File: config.mk
export PLATFORM = sky130hd
export DESIGN_NAME = irq_vector_arbiter
export DESIGN_NICKNAME = d
export VERILOG_FILES = /design/src/rtl/ivarb_pkg.sv /design/src/rtl/ivarb_qualify.sv /design/src/rtl/ivarb_prio.sv /design/src/rtl/ivarb_hold.sv /design/src/rtl/irq_vector_arbiter.sv
export SDC_FILE = /design/constraint.sdc
export NUM_CORES = 1
export LEC_CHECK = 0
export BUFFER_PORTS_ARGS = -buffer_cell sky130_fd_sc_hd__buf_2
export CAP_MARGIN = 10
export CORE_MARGIN = 4
export CORE_UTILIZATION = 33
export CTS_BUF_LIST = sky130_fd_sc_hd__clkbuf_16
export DETAILED_ROUTE_END_ITERATION = 12
export PLACE_DENSITY_LB_ADDON = 0.1
export SETUP_SLACK_MARGIN = 0.02
export SYNTH_ARGS = -nofsm -noshare
export SYNTH_HDL_FRONTEND = slang
export SYNTH_SLANG_ARGS = --single-unit
File: constraint.sdc
create_clock -name clk -period 2.6 [get_ports clk]
set_input_delay 0.13 -clock clk [delete_from_list [all_inputs] [get_ports clk]]
set_output_delay 0.13 -clock clk [all_outputs]
set_load 0.1 [all_outputs]
File: src/rtl/ivarb_pkg.sv
// Shared constants and the source-to-slot map of the interrupt vector arbiter.
// Assumes sixteen one-word vector slots; slot numbers double as priorities.
package ivarb_pkg;
    localparam int NUM_SLOTS  = 16;
    localparam int SLOT_W     = $clog2(NUM_SLOTS);
    localparam int VEC_W      = 16;
    localparam logic [VEC_W-1:0] VEC_BASE = 16'hFFE0;
    localparam int SLOT_RESET = 15;
    localparam int SLOT_FAULT = 14;
    localparam int NMI_SRCS   = 3;
    localparam int MASK_SRCS  = 22;

    typedef logic [SLOT_W-1:0] slot_t;

    // Slot served by maskable source idx (-1 for none).
    function automatic int mask_slot(input int idx);
        if (idx == 0)       return 11;
        else if (idx == 1)  return 10;
        else if (idx == 2)  return 9;
        else if (idx < 6)   return 8;
        else if (idx < 14)  return 3;
        else if (idx < 22)  return 2;
        return -1;
    endfunction

    // Number of maskable sources that feed slot s.
    function automatic int slot_fanin(input int s);
        int n;
        n = 0;
        for (int i = 0; i < MASK_SRCS; i++)
            if (mask_slot(i) == s) n++;
        return n;
    endfunction
endpackage

File: src/rtl/ivarb_qualify.sv
// Applies the three masking classes and folds qualified flags into one
// pending bit per slot. Purely combinational; assumes flags are already
// synchronous to the arbiter clock.
module ivarb_qualify
    import ivarb_pkg::*;
#(
    parameter int NMI_N  = NMI_SRCS,
    parameter int MASK_N = MASK_SRCS,
    parameter int NSLOT  = NUM_SLOTS
) (
    input  logic              rst_req,
    input  logic [NMI_N-1:0]  nmi_flag,
    input  logic [NMI_N-1:0]  nmi_en,
    input  logic [MASK_N-1:0] mask_flag,
    input  logic [MASK_N-1:0] mask_en,
    input  logic              gie,
    output logic [NSLOT-1:0]  pend
);
    logic [MASK_N-1:0] live;

    // Maskable flags need their own enable and the global enable.
    always_comb live = mask_flag & mask_en & {MASK_N{gie}};

    for (genvar s = 0; s < NSLOT; s++) begin : g_slot
        if (s == SLOT_RESET) begin : g_rst
            // Reset class: no enable of any kind applies.
            always_comb pend[s] = rst_req;
        end else if (s == SLOT_FAULT) begin : g_fault
            // Fault class: individual enables only.
            always_comb pend[s] = |(nmi_flag & nmi_en);
        end else begin : g_mask
            // OR together every qualified source mapped to this slot.
            always_comb begin
                pend[s] = 1'b0;
                for (int i = 0; i < MASK_N; i++)
                    if (mask_slot(i) == s) pend[s] = pend[s] | live[i];
            end
        end
    end
endmodule

File: src/rtl/ivarb_prio.sv
// Fixed-priority encoder: the highest numbered pending slot wins.
// Returns slot 0 when nothing is pending.
module ivarb_prio
    import ivarb_pkg::*;
#(
    parameter int NSLOT = NUM_SLOTS
) (
    input  logic [NSLOT-1:0] pend,
    output logic             any,
    output slot_t            best
);
    // Scan upward so the last hit is the highest slot.
    always_comb begin
        best = '0;
        for (int s = 0; s < NSLOT; s++)
            if (pend[s]) best = SLOT_W'(s);
    end

    // Any slot pending at all.
    always_comb any = |pend;
endmodule

File: src/rtl/ivarb_hold.sv
// Output registers and take handshake. It tracks the winning slot each
// cycle, freezes it while the CPU holds its acknowledge, and pulses the
// acknowledge of a single-source slot on the take edge. Assumes the CPU
// keeps cpu_ack high for at least one cycle per take.
module ivarb_hold
    import ivarb_pkg::*;
#(
    parameter int MASK_N = MASK_SRCS
) (
    input  logic              clk,
    input  logic              rst_n,
    input  logic              pend_any,
    input  slot_t             best,
    input  logic              cpu_ack,
    output logic              irq_q,
    output slot_t             slot_q,
    output logic              hold_q,
    output logic [MASK_N-1:0] ack_q
);
    logic              take;
    logic [MASK_N-1:0] ack_hit;

    // A take needs a visible request and no take already in progress.
    always_comb take = !hold_q && cpu_ack && irq_q;

    for (genvar i = 0; i < MASK_N; i++) begin : g_ack
        localparam int  S      = mask_slot(i);
        localparam bit  SINGLE = (S >= 0) && (slot_fanin(S) == 1);
        if (SINGLE) begin : g_single
            // Acknowledge this source when its private slot is taken.
            always_comb ack_hit[i] = take && (slot_q == SLOT_W'(S));
        end else begin : g_shared
            // Shared slots leave flag clearing to the handler.
            always_comb ack_hit[i] = 1'b0;
        end
    end

    // Request line follows the pending set every cycle.
    always_ff @(posedge clk) begin
        if (!rst_n) irq_q <= 1'b0;
        else        irq_q <= pend_any;
    end

    // Selected slot tracks the winner except while a take is held.
    always_ff @(posedge clk) begin
        if (!rst_n)                slot_q <= '0;
        else if (!hold_q && !take) slot_q <= best;
    end

    // Hold state: set on a take, cleared when cpu_ack is sampled low.
    always_ff @(posedge clk) begin
        if (!rst_n)                 hold_q <= 1'b0;
        else if (take)              hold_q <= 1'b1;
        else if (hold_q && !cpu_ack) hold_q <= 1'b0;
    end

    // One-cycle acknowledge register.
    always_ff @(posedge clk) begin
        if (!rst_n) ack_q <= '0;
        else        ack_q <= ack_hit;
    end
endmodule

File: src/rtl/irq_vector_arbiter.sv
// Top of the prioritised interrupt vector arbiter: qualifies flags by
// class, picks the highest slot, registers request and vector, and runs
// the take handshake. Assumes all inputs are synchronous to clk.
module irq_vector_arbiter
    import ivarb_pkg::*;
(
    input  logic                 clk,
    input  logic                 rst_n,
    input  logic                 rst_req_i,
    input  logic [NMI_SRCS-1:0]  nmi_flag_i,
    input  logic [NMI_SRCS-1:0]  nmi_en_i,
    input  logic [MASK_SRCS-1:0] mask_flag_i,
    input  logic [MASK_SRCS-1:0] mask_en_i,
    input  logic                 gie_i,
    input  logic                 cpu_ack_i,
    output logic                 irq_o,
    output logic [VEC_W-1:0]     vec_o,
    output logic [MASK_SRCS-1:0] ack_o
);
    logic [NUM_SLOTS-1:0] pend;
    logic                 pend_any;
    slot_t                best;
    slot_t                slot_q;
    logic                 hold_q;

    ivarb_qualify #(
        .NMI_N (NMI_SRCS),
        .MASK_N(MASK_SRCS),
        .NSLOT (NUM_SLOTS)
    ) u_qualify (
        .rst_req  (rst_req_i),
        .nmi_flag (nmi_flag_i),
        .nmi_en   (nmi_en_i),
        .mask_flag(mask_flag_i),
        .mask_en  (mask_en_i),
        .gie      (gie_i),
        .pend     (pend)
    );

    ivarb_prio #(
        .NSLOT(NUM_SLOTS)
    ) u_prio (
        .pend(pend),
        .any (pend_any),
        .best(best)
    );

    ivarb_hold #(
        .MASK_N(MASK_SRCS)
    ) u_hold (
        .clk     (clk),
        .rst_n   (rst_n),
        .pend_any(pend_any),
        .best    (best),
        .cpu_ack (cpu_ack_i),
        .irq_q   (irq_o),
        .slot_q  (slot_q),
        .hold_q  (hold_q),
        .ack_q   (ack_o)
    );

    // Slot number to word address in the vector block.
    always_comb vec_o = VEC_BASE + {{(VEC_W-SLOT_W-1){1'b0}}, slot_q, 1'b0};
endmodule

==> summary.md, run 1 <==
| Metric | Value |
|---|---|
| Status | finished, final reports clean |
| GRT overflow | 0 |
| Final critical-path required period | 1360 ps |
| FILL cells | 211 |
| Area growth from synthesis to layout | 42.0% |
| # hold bufs at CTS | 0 |
| Critical path's top delay family | compound AO/OA/AOI/OAI gates |
| Via count | 785 |
| Syn_area_per_cell | 8.18 um2 |
| Overall power | 0.759 mW |
| Power Dens Cells | 751 mW/mm2 |
| Vias per cell | 4.41 |
| Die Y | 54.4 um |
| Initial core utilization | 0.356 |
| Max clock buf depth | 2 |
| Placed cell count | 174 |
| Critical path depth in cells | 4 |
| Root Driver | clkbuf_16 |
| First-pass GRT wire length | 2770 um |
| Largest stage delay, worst path | 510 ps |
| FMAX | 0.736 GHz |
| I/O Pins | 94 |
| Routed len/inst | 11.1 um |
| DRC violations left | 0 |
| Final GP Congestion | 0.837 |
| Initial DRT Pass Iterations | 4 |
| Netlist cell types | 23 |
| CP startpoint | u_hold.irq_q |
| Final Hold Violating Endpoints | 0 |
| Total global-route track usage | 0.136 |
| Final worst path period share | 0.523 |
| Peak VDD IR | 0.490 mV |
| DRT iter0 DRCs | 13 |
| Slew @ Worst Pin | 606 ps |
| Final setup viols | 0 |
| Die span in x | 54.4 um |
| Post-CTS sizing | 0 |
| Hold slack | 154 ps |
| Postcts setup bufs | 0 |
| Worst R2R Start | u_hold.irq_q |
| CP required | 2740 ps |
| Hold Crit Class | input pin to flip-flop |
| Reg2reg end | u_hold.slot_q[1] |
| Area after DPL | 932 um2 |
| CTS Buf Count | 3 |
| Post-route insts no fill | 178 |
| Crit path cell chain | a21oi_1 > o21ai_0 > nand2b_1 > o31ai_1 |
| Reg2Reg Setup Slack | 1240 ps |
| Worst-case reg-to-reg path depth | 4 |
| Largest cells by area after synthesis | buf_4, dfxtp_1, a22oi_1 |
| Vias in the first global route | 724 |
| Mapped Cells | 87 |
| Area share of the largest cell type after synthesis | 0.327 |
| #FFs+latches synth | 9 |
| Sequential cell area fraction in the yosys report | 0.253 |
| CP Data Arrival Time | 1500 ps |
| Initial antenna violation count | 0 |
| Antenna cells | 0 |
| Worst Setup Path Type | flip-flop to flip-flop |
| Critical path capture point type | flip-flop |
| Crit-path max FO | 8 |
| Max Cap Viol | 0 |
| Final Cell Area | 0.00101 mm2 |
| Critical Path Start Type | flip-flop |
| Crit path buf inv count | 0 |
| Leakage | 0.580 nW |
| Synth Cell Area | 712 um2 |
| Antenna viol nets, final | 0 |
| Slowest stage cell, crit path | a21oi_1 |
| Share of cells above drive strength 1 | 0.437 |
| Row cnt | 16 |
| Port-buffer cells | 62 |
| Fin. max-slew vios | 0 |
| Yosys warns | 0 |
| RSZ-0062 raised after global routing | false |
| H-tree depth | 1 |
| NumNets Final | 207 |
| TNS Setup | 0 ps |
| Clock transition at path regs | 40 ps |
| CTS tree | done |
| Clock Latency Late Sink | 230 ps |
| Final WL | 1980 um |
| Post-DP HPWL | 1770 um |
| Pin count of the biggest net entering global routing | 9 |
| Core box area | 0.00200 mm2 |
| Area leader, netlist | buf_4 |
| TritonCTS Sinks | 9 |
| Full die area | 0.00296 mm2 |
| Slew HR | 0.596 |
| CP endpoint | u_hold.slot_q[1] |
| Clock skew | 1.79 ps |
==> layout by cell type (no fill, tap or decap) <==
cell        n
o211a_1     1
a222oi_1    2
dfxtp_1     9
o21ai_0     4
o31ai_1     1
and2_1      1
and3b_1     1
a41oi_2     1
nand2b_1    1
a32o_1      1
nor3_1      1
a22oi_1     9
inv_1       4
buf_2      62
and3_1      1
clkbuf_16   3
nand4_1     4
o211ai_1    1
conb_1     31
o2111ai_1   1
nand2_1     5
nor2_1      2
a21oi_1     4
a311oi_1    1
==> Yosys cell counts (all sizes together) <==
master and count:
inv 3, a22oi 9, nor3 1, o211a 1
a21oi 4, a32o 1, o31ai 1, and3 1
o2111ai 1, nand4 4, dfxtp 9, nor2 2
a311oi 1, conb 2, a222oi 2, nand2b 1
buf 31, o211ai 1, o21ai 4, nand2 5
and2 1, and3b 1, a41oi 1
==> per-layer routing <==
layer | track usage | part of all wire | up-vias | wire [um]
met5 | 0 | 0 | - | 0
met4 | 0.0996 | 0.029 | 0 | 58
met3 | 0.0599 | 0.14 | 4 | 267
met2 | 0.247 | 0.52 | 53 | 1030
met1 | 0.116 | 0.31 | 342 | 620
li1 | - | - | 386 | -
==> registers in the layout, summed over array words and instances (netlist names) <==
signal	cells
u_hold.ack_q	3
u_hold.hold_q	1
u_hold.irq_q	1
u_hold.slot_q	4
==> worst min path at each step <==
stage	start	endpoint	slack [ps]	depth (start not counted)
2_1_floorplan	rst_n	u_hold.irq_q	260	2
3_3_place_gp	cpu_ack_i	u_hold.hold_q	390	2
3_5_place_dp	cpu_ack_i	u_hold.hold_q	390	2
4_1_cts	cpu_ack_i	u_hold.hold_q	150	2
5_1_grt	cpu_ack_i	u_hold.hold_q	170	2
6_report	cpu_ack_i	u_hold.hold_q	150	2
==> final cells by class <==
class / instances / area [um2] / area share
multi-input cells: 73 / 397 / 0.392
inverters: 3 / 11.3 / 0.0111
clock inverters: 1 / 3.75 / 0.00371
flip-flops and latches: 9 / 180 / 0.178
well taps: 27 / 33.8 / 0.0334
clock buffers: 3 / 75.1 / 0.0743
repair buffers: 62 / 310 / 0.307
==> logic make-up (layout without fill, tap and decap cells) <==
| family | Yosys count | in the layout | synth area share |
|---|---|---|---|
| flip-flops | 9 | 9 | 0.253 |
| AO/OA/AOI/OAI | 26 | 26 | 0.276 |
| buffers and inverters | 34 | 69 | 0.343 |
| other | 2 | 31 | 0.0105 |
| AND/OR/NAND/NOR | 16 | 16 | 0.118 |
==> stage by stage <==
stage	worst slack [ps]	util
after floorplan	745	-
after detailed placement	1250	0.466
after CTS	1260	0.505
after global routing	1160	0.505
after global placement	1250	0.466
final	1240	0.505
==> power by group <==
part	internal [mW]	switching (mW)	total, mW
Combinational	0.0511	0.288	0.339
Clock	0.201	0.0646	0.265
Sequential	0.148	0.00714	0.155
(Power assumes the default switching activity.)
==> run 2, diff against run 1 <==
- CORE_UTILIZATION: 33 -> 31
- clock period: 2.6 -> 1.3 ns (I/O delays scaled with it)
==> run 2 against run 1 <==
  * Sequential power up 100%
  * Largest power group unchanged
  * Sequential cell count is the same
  * Largest cell class unchanged
  * Total power is 100% higher
  * Die area is 5.5% higher
  * Register-to-register slack lost 1100 ps
  * Hold slack lost 51 ps
  * Clock power up 99%
  * Critical path depth did not move
  * Combinational power is 100% higher
  * First-iteration DRC count is 31% higher
==> summary.md, run 2 (same netlist as run 1, synthesis figures left out) <==
| Metric | Value |
|---|---|
| NumNets Final | 208 |
| Worst-case reg-to-reg path depth | 4 |
| Hold path depth | 2 |
| Antenna viol nets, final | 0 |
| Status | finished, final reports clean |
| Vias in the first global route | 741 |
| GRT overflow | 0 |
| Clock transition at path regs | 40 ps |
| Pin count of the biggest net entering global routing | 9 |
| DRC violations left | 0 |
| Crit path cell chain | a21oi_2 > o21ai_0 > nand2b_1 > o31ai_1 |
| Total global-route track usage | 0.119 |
| Clock skew | 0.929 ps |
| Area growth from synthesis to layout | 45.0% |
| # hold bufs at CTS | 0 |
| Peak VDD IR | 0.789 mV |
| Power Dens Cells | 1480 mW/mm2 |
| CP Data Arrival Time | 1300 ps |
| Initial antenna violation count | 0 |
| Worst Setup Path Type | flip-flop to flip-flop |
| Crit path buf inv count | 0 |
| Core box area | 0.00219 mm2 |
| Post-CTS sizing | 0 |
| TNS Setup | 0 ps |
| Max clock buf depth | 2 |
| Commonest non-fill, non-tap cell in the layout | buf_2 |
| Critical path capture point type | flip-flop |
| Largest Register | u_hold.slot_q |
| Overall power | 1.52 mW |
| Final WL | 1990 um |
| Post-DP HPWL | 1780 um |
| Initial core utilization | 0.325 |
| Final critical-path required period | 1150 ps |
| FMAX | 0.868 GHz |
| Largest stage delay, worst path | 340 ps |
| Critical path's top delay family | compound AO/OA/AOI/OAI gates |
| Row cnt | 17 |
| Hold Crit Class | input pin to flip-flop |
| CP required | 1440 ps |
| Critical hold path startpoint | cpu_ack_i |
| Critical Path Start Type | flip-flop |
| Worst R2R Start | u_hold.irq_q |
| Max Cap Viol | 0 |
| Root Driver | clkbuf_16 |
| Fin. max-slew vios | 0 |
| Most frequent cells in the layout | buf_2, conb_1, a22oi_1 |
| Vias per cell | 4.47 |
| Port-buffer cells | 62 |
| H-tree depth | 1 |
| Postcts setup bufs | 0 |
| Final Hold Violating Endpoints | 0 |
| Antenna cells | 0 |
| Fin util | 0.471 |
| Hold slack | 103 ps |
| Full die area | 0.00313 mm2 |
| Via count | 804 |
| TritonCTS Sinks | 9 |
| Leakage | 0.587 nW |
| Clock Latency Late Sink | 230 ps |
| Crit-path max FO | 8 |
| Final setup viols | 0 |
| CP startpoint | u_hold.irq_q |
| Initial DRT Pass Iterations | 4 |
| RSZ-0062 raised after global routing | false |
| Die span in x | 55.9 um |
| Final worst path period share | 0.886 |
| Die Y | 55.9 um |
| Max reg flops | 4 |
| Final GP Congestion | 0.782 |
| Slowest stage cell, crit path | dfxtp_4 |
| Routed len/inst | 11.1 um |
| CTS tree | done |
| First-pass GRT wire length | 2950 um |
| Largest regs | u_hold.slot_q x4, u_hold.ack_q x3 |
| CTS Buf Count | 3 |
| Share of cells above drive strength 1 | 0.480 |
| Critical path depth in cells | 4 |
| I/O Pins | 94 |
| DRT iter0 DRCs | 17 |
## run 2: worst reg2reg max path, stage by stage (launching register included)
cell and delay (ps):
dfxtp_4 340, a21oi_2 320, o21ai_0 170, nand2b_1 170, o31ai_1 60
## run 2: power breakdown
group	internal, mW	switching (mW)
Combinational	0.106	0.577
Clock	0.401	0.127
Sequential	0.298	0.0149
Total	0.805	0.718
## run 2: final cells by class
class / count / area, um2
repair buffers: 63 / 318
fillers: 225 / 1160
multi-input cells: 73 / 400
flip-flops and latches: 9 / 189
inverters: 3 / 11.3
well taps: 28 / 35.0
clock buffers: 3 / 75.1
clock inverters: 1 / 3.75
## run 2: final timing paths
| path | endpoint | slack (ps) |
|---|---|---|
| worst max register to register | u_hold.slot_q[1] | 150 |
| worst max-delay path | u_hold.slot_q[1] | 150 |
| worst min-delay path | u_hold.hold_q | 100 |
| worst min register to register | u_hold.ack_q[1] | 430 |
## run 2: layer usage
metal	vias up	global-route usage	wire [um]
met4	0	0.0814	68
met1	348	0.115	666
li1	388	-	-
met2	61	0.206	968
met3	7	0.0464	290
met5	-	0	0
## run 2: through the flow
step	instance area (um2)	worst slack, ps	cells
floorplan	833	79.4	116
global placement	953	108	176
detailed placement	953	104	176
CTS	1030	150	180
global route	1030	76.3	180
finish	1030	148	180
==> run 3, diff against run 2 <==
- CAP_MARGIN: 10 -> 30
- GPL_TIMING_DRIVEN: default -> 0
- PLACE_DENSITY: default -> 0.8
- PLACE_DENSITY_LB_ADDON: 0.1 -> default
==> run 3 against run 2 <==
  * Combinational power rose by 11%
  * Core utilization increased by 11 points
  * Sequential power about the same
  * Largest power group unchanged
==> summary.md, run 3 (same netlist as run 1, synthesis figures left out) <==
| Metric | Value |
|---|---|
| TNS Setup | 0 ps |
| Max reg flops | 4 |
| Fin util | 0.577 |
| Clock transition at path regs | 40 ps |
| Die span in x | 55.9 um |
| Post-DP HPWL | 1900 um |
| CTS Buf Count | 3 |
| Row cnt | 17 |
| Critical path's top delay family | compound AO/OA/AOI/OAI gates |
| Slowest stage cell, crit path | a222oi_1 |
| TritonCTS Sinks | 9 |
| Critical Path Start Type | input pin |
| Status | finished, final reports clean |
| Final worst path period share | 0.845 |
| Final WL | 2090 um |
| Hold endpoint | u_hold.hold_q |
| # hold bufs at CTS | 0 |
| Final critical-path required period | 1100 ps |
| Initial DRT Pass Iterations | 6 |
| Clock Latency Late Sink | 230 ps |
| Peak VDD IR | 0.873 mV |
| First-pass GRT wire length | 3260 um |
| CTS tree | done |
| Crit path buf inv count | 1 |
| RSZ-0062 raised after global routing | false |
| Hold Crit Class | input pin to flip-flop |
| Crit-path max FO | 4 |
| Vias per cell | 4.22 |
| Placed cell count | 206 |
| Final setup viols | 0 |
| Antenna cells | 0 |
| Largest stage delay, worst path | 560 ps |
| Post-route insts no fill | 210 |
| Fin. max-slew vios | 0 |
| Max clock buf depth | 2 |
| Root Driver | clkbuf_16 |
| Routed len/inst | 9.96 um |
| I/O Pins | 94 |
| Pin count of the biggest net entering global routing | 9 |
| Vias in the first global route | 879 |
| Final Hold Violating Endpoints | 0 |
| Die Y | 55.9 um |
| Critical path capture point type | flip-flop |
| Final GP Congestion | 0.750 |
| Max Cap Viol | 0 |
| Commonest non-fill, non-tap cell in the layout | buf_2 |
| Metal2 WL | 1120 um |
| Hold path depth | 2 |
| DRT iter0 DRCs | 23 |
| Critical hold path startpoint | cpu_ack_i |
| H-tree depth | 1 |
| Slew HR | 0.615 |
| Largest regs | u_hold.slot_q x4, u_hold.ack_q x3 |
| Power Dens Cells | 1260 mW/mm2 |
| Via count | 887 |
| Core box area | 0.00219 mm2 |
| FMAX | 0.910 GHz |
| Reg2Reg Setup Slack | 220 ps |
| Reg2reg end | u_hold.slot_q[1] |
| Worst-case reg-to-reg path depth | 4 |
| DRC violations left | 0 |
| Clock skew | 0.316 ps |
| Area growth from synthesis to layout | 77.7% |
| Total global-route track usage | 0.127 |
| Largest Register | u_hold.slot_q |
| CP Data Arrival Time | 1250 ps |
| CP required | 1450 ps |
| Initial antenna violation count | 0 |
| Slew @ Worst Pin | 577 ps |
| Most frequent cells in the layout | buf_2, buf_4, conb_1 |
| NumNets Final | 238 |
| Worst Setup Path Type | input pin to flip-flop |
| GRT overflow | 0 |
| Share of cells above drive strength 1 | 0.566 |
| Crit path cell chain | buf_2 > a222oi_1 > and2_1 > nand4_1 > a41oi_2 |
| Top layer in use | met4 |
| Full die area | 0.00313 mm2 |
| Leakage | 0.738 nW |
| Met1 Wirelength | 726 um |
| Antenna viol nets, final | 0 |
| Initial core utilization | 0.325 |
| Hold slack | 114 ps |
| Worst R2R Start | u_hold.irq_q |
| Port-buffer cells | 62 |
| DR WL met3 | 191 um |
run 3: cell count changes in the layout (fill, tap and decap cells not counted), sizes merged:
cell and delta:
buf +30
run 3: final cells by class:
| class | instances | area, um2 |
|---|---|---|
| Multi-Input combinational cell | 73 | 408 |
| Inverter | 3 | 11.3 |
| Sequential cell | 9 | 189 |
| Fill cell | 198 | 926 |
| Timing Repair Buffer | 62 | 310 |
| Buffer | 31 | 233 |
| Tap cell | 28 | 35.0 |
| Clock buffer | 3 | 75.1 |
| Clock inverter | 1 | 3.75 |
run 3: what timing repair did:
item / in CTS / in global routing
setup endpoints to repair: 0 / 1
resized for setup: 0 / 1
setup buffers: 0 / 0
hold endpoints to repair: 0 / 0
run 3: layer usage:
metal / up-vias / track usage
met4: 0 / 0.0746
li1: 449 / -
met1: 385 / 0.118
met2: 47 / 0.242
met5: - / 0
met3: 6 / 0.0371
run 3: through the flow:
stage	worst slack (ps)	area (um2)	power, mW
after detailed placement	-52.6	1180	1.07
after CTS	125	1260	1.60
after global routing	56.8	1260	1.65
final	201	1260	1.60
after floorplan	79.4	833	0.954
after global placement	-18.7	1180	1.06
run 3: how the worst max path moves through the flow:
stage	from	endpoint	depth (start not counted)
2_1_floorplan	u_hold.slot_q[3]	u_hold.ack_q[2]	3
3_3_place_gp	nmi_flag_i[1]	u_hold.slot_q[0]	5
3_5_place_dp	nmi_flag_i[1]	u_hold.slot_q[0]	5
4_1_cts	u_hold.irq_q	u_hold.slot_q[1]	4
5_1_grt	nmi_flag_i[1]	u_hold.irq_q	5
6_report	nmi_flag_i[1]	u_hold.slot_q[0]	5
run 3: power breakdown:
| group | leakage [nW] | internal, mW | switching, mW |
|---|---|---|---|
| clock network | 0.0423 | 0.401 | 0.126 |
| logic | 0.621 | 0.168 | 0.590 |
| registers | 0.0754 | 0.298 | 0.0163 |
| total | 0.738 | 0.867 | 0.732 |
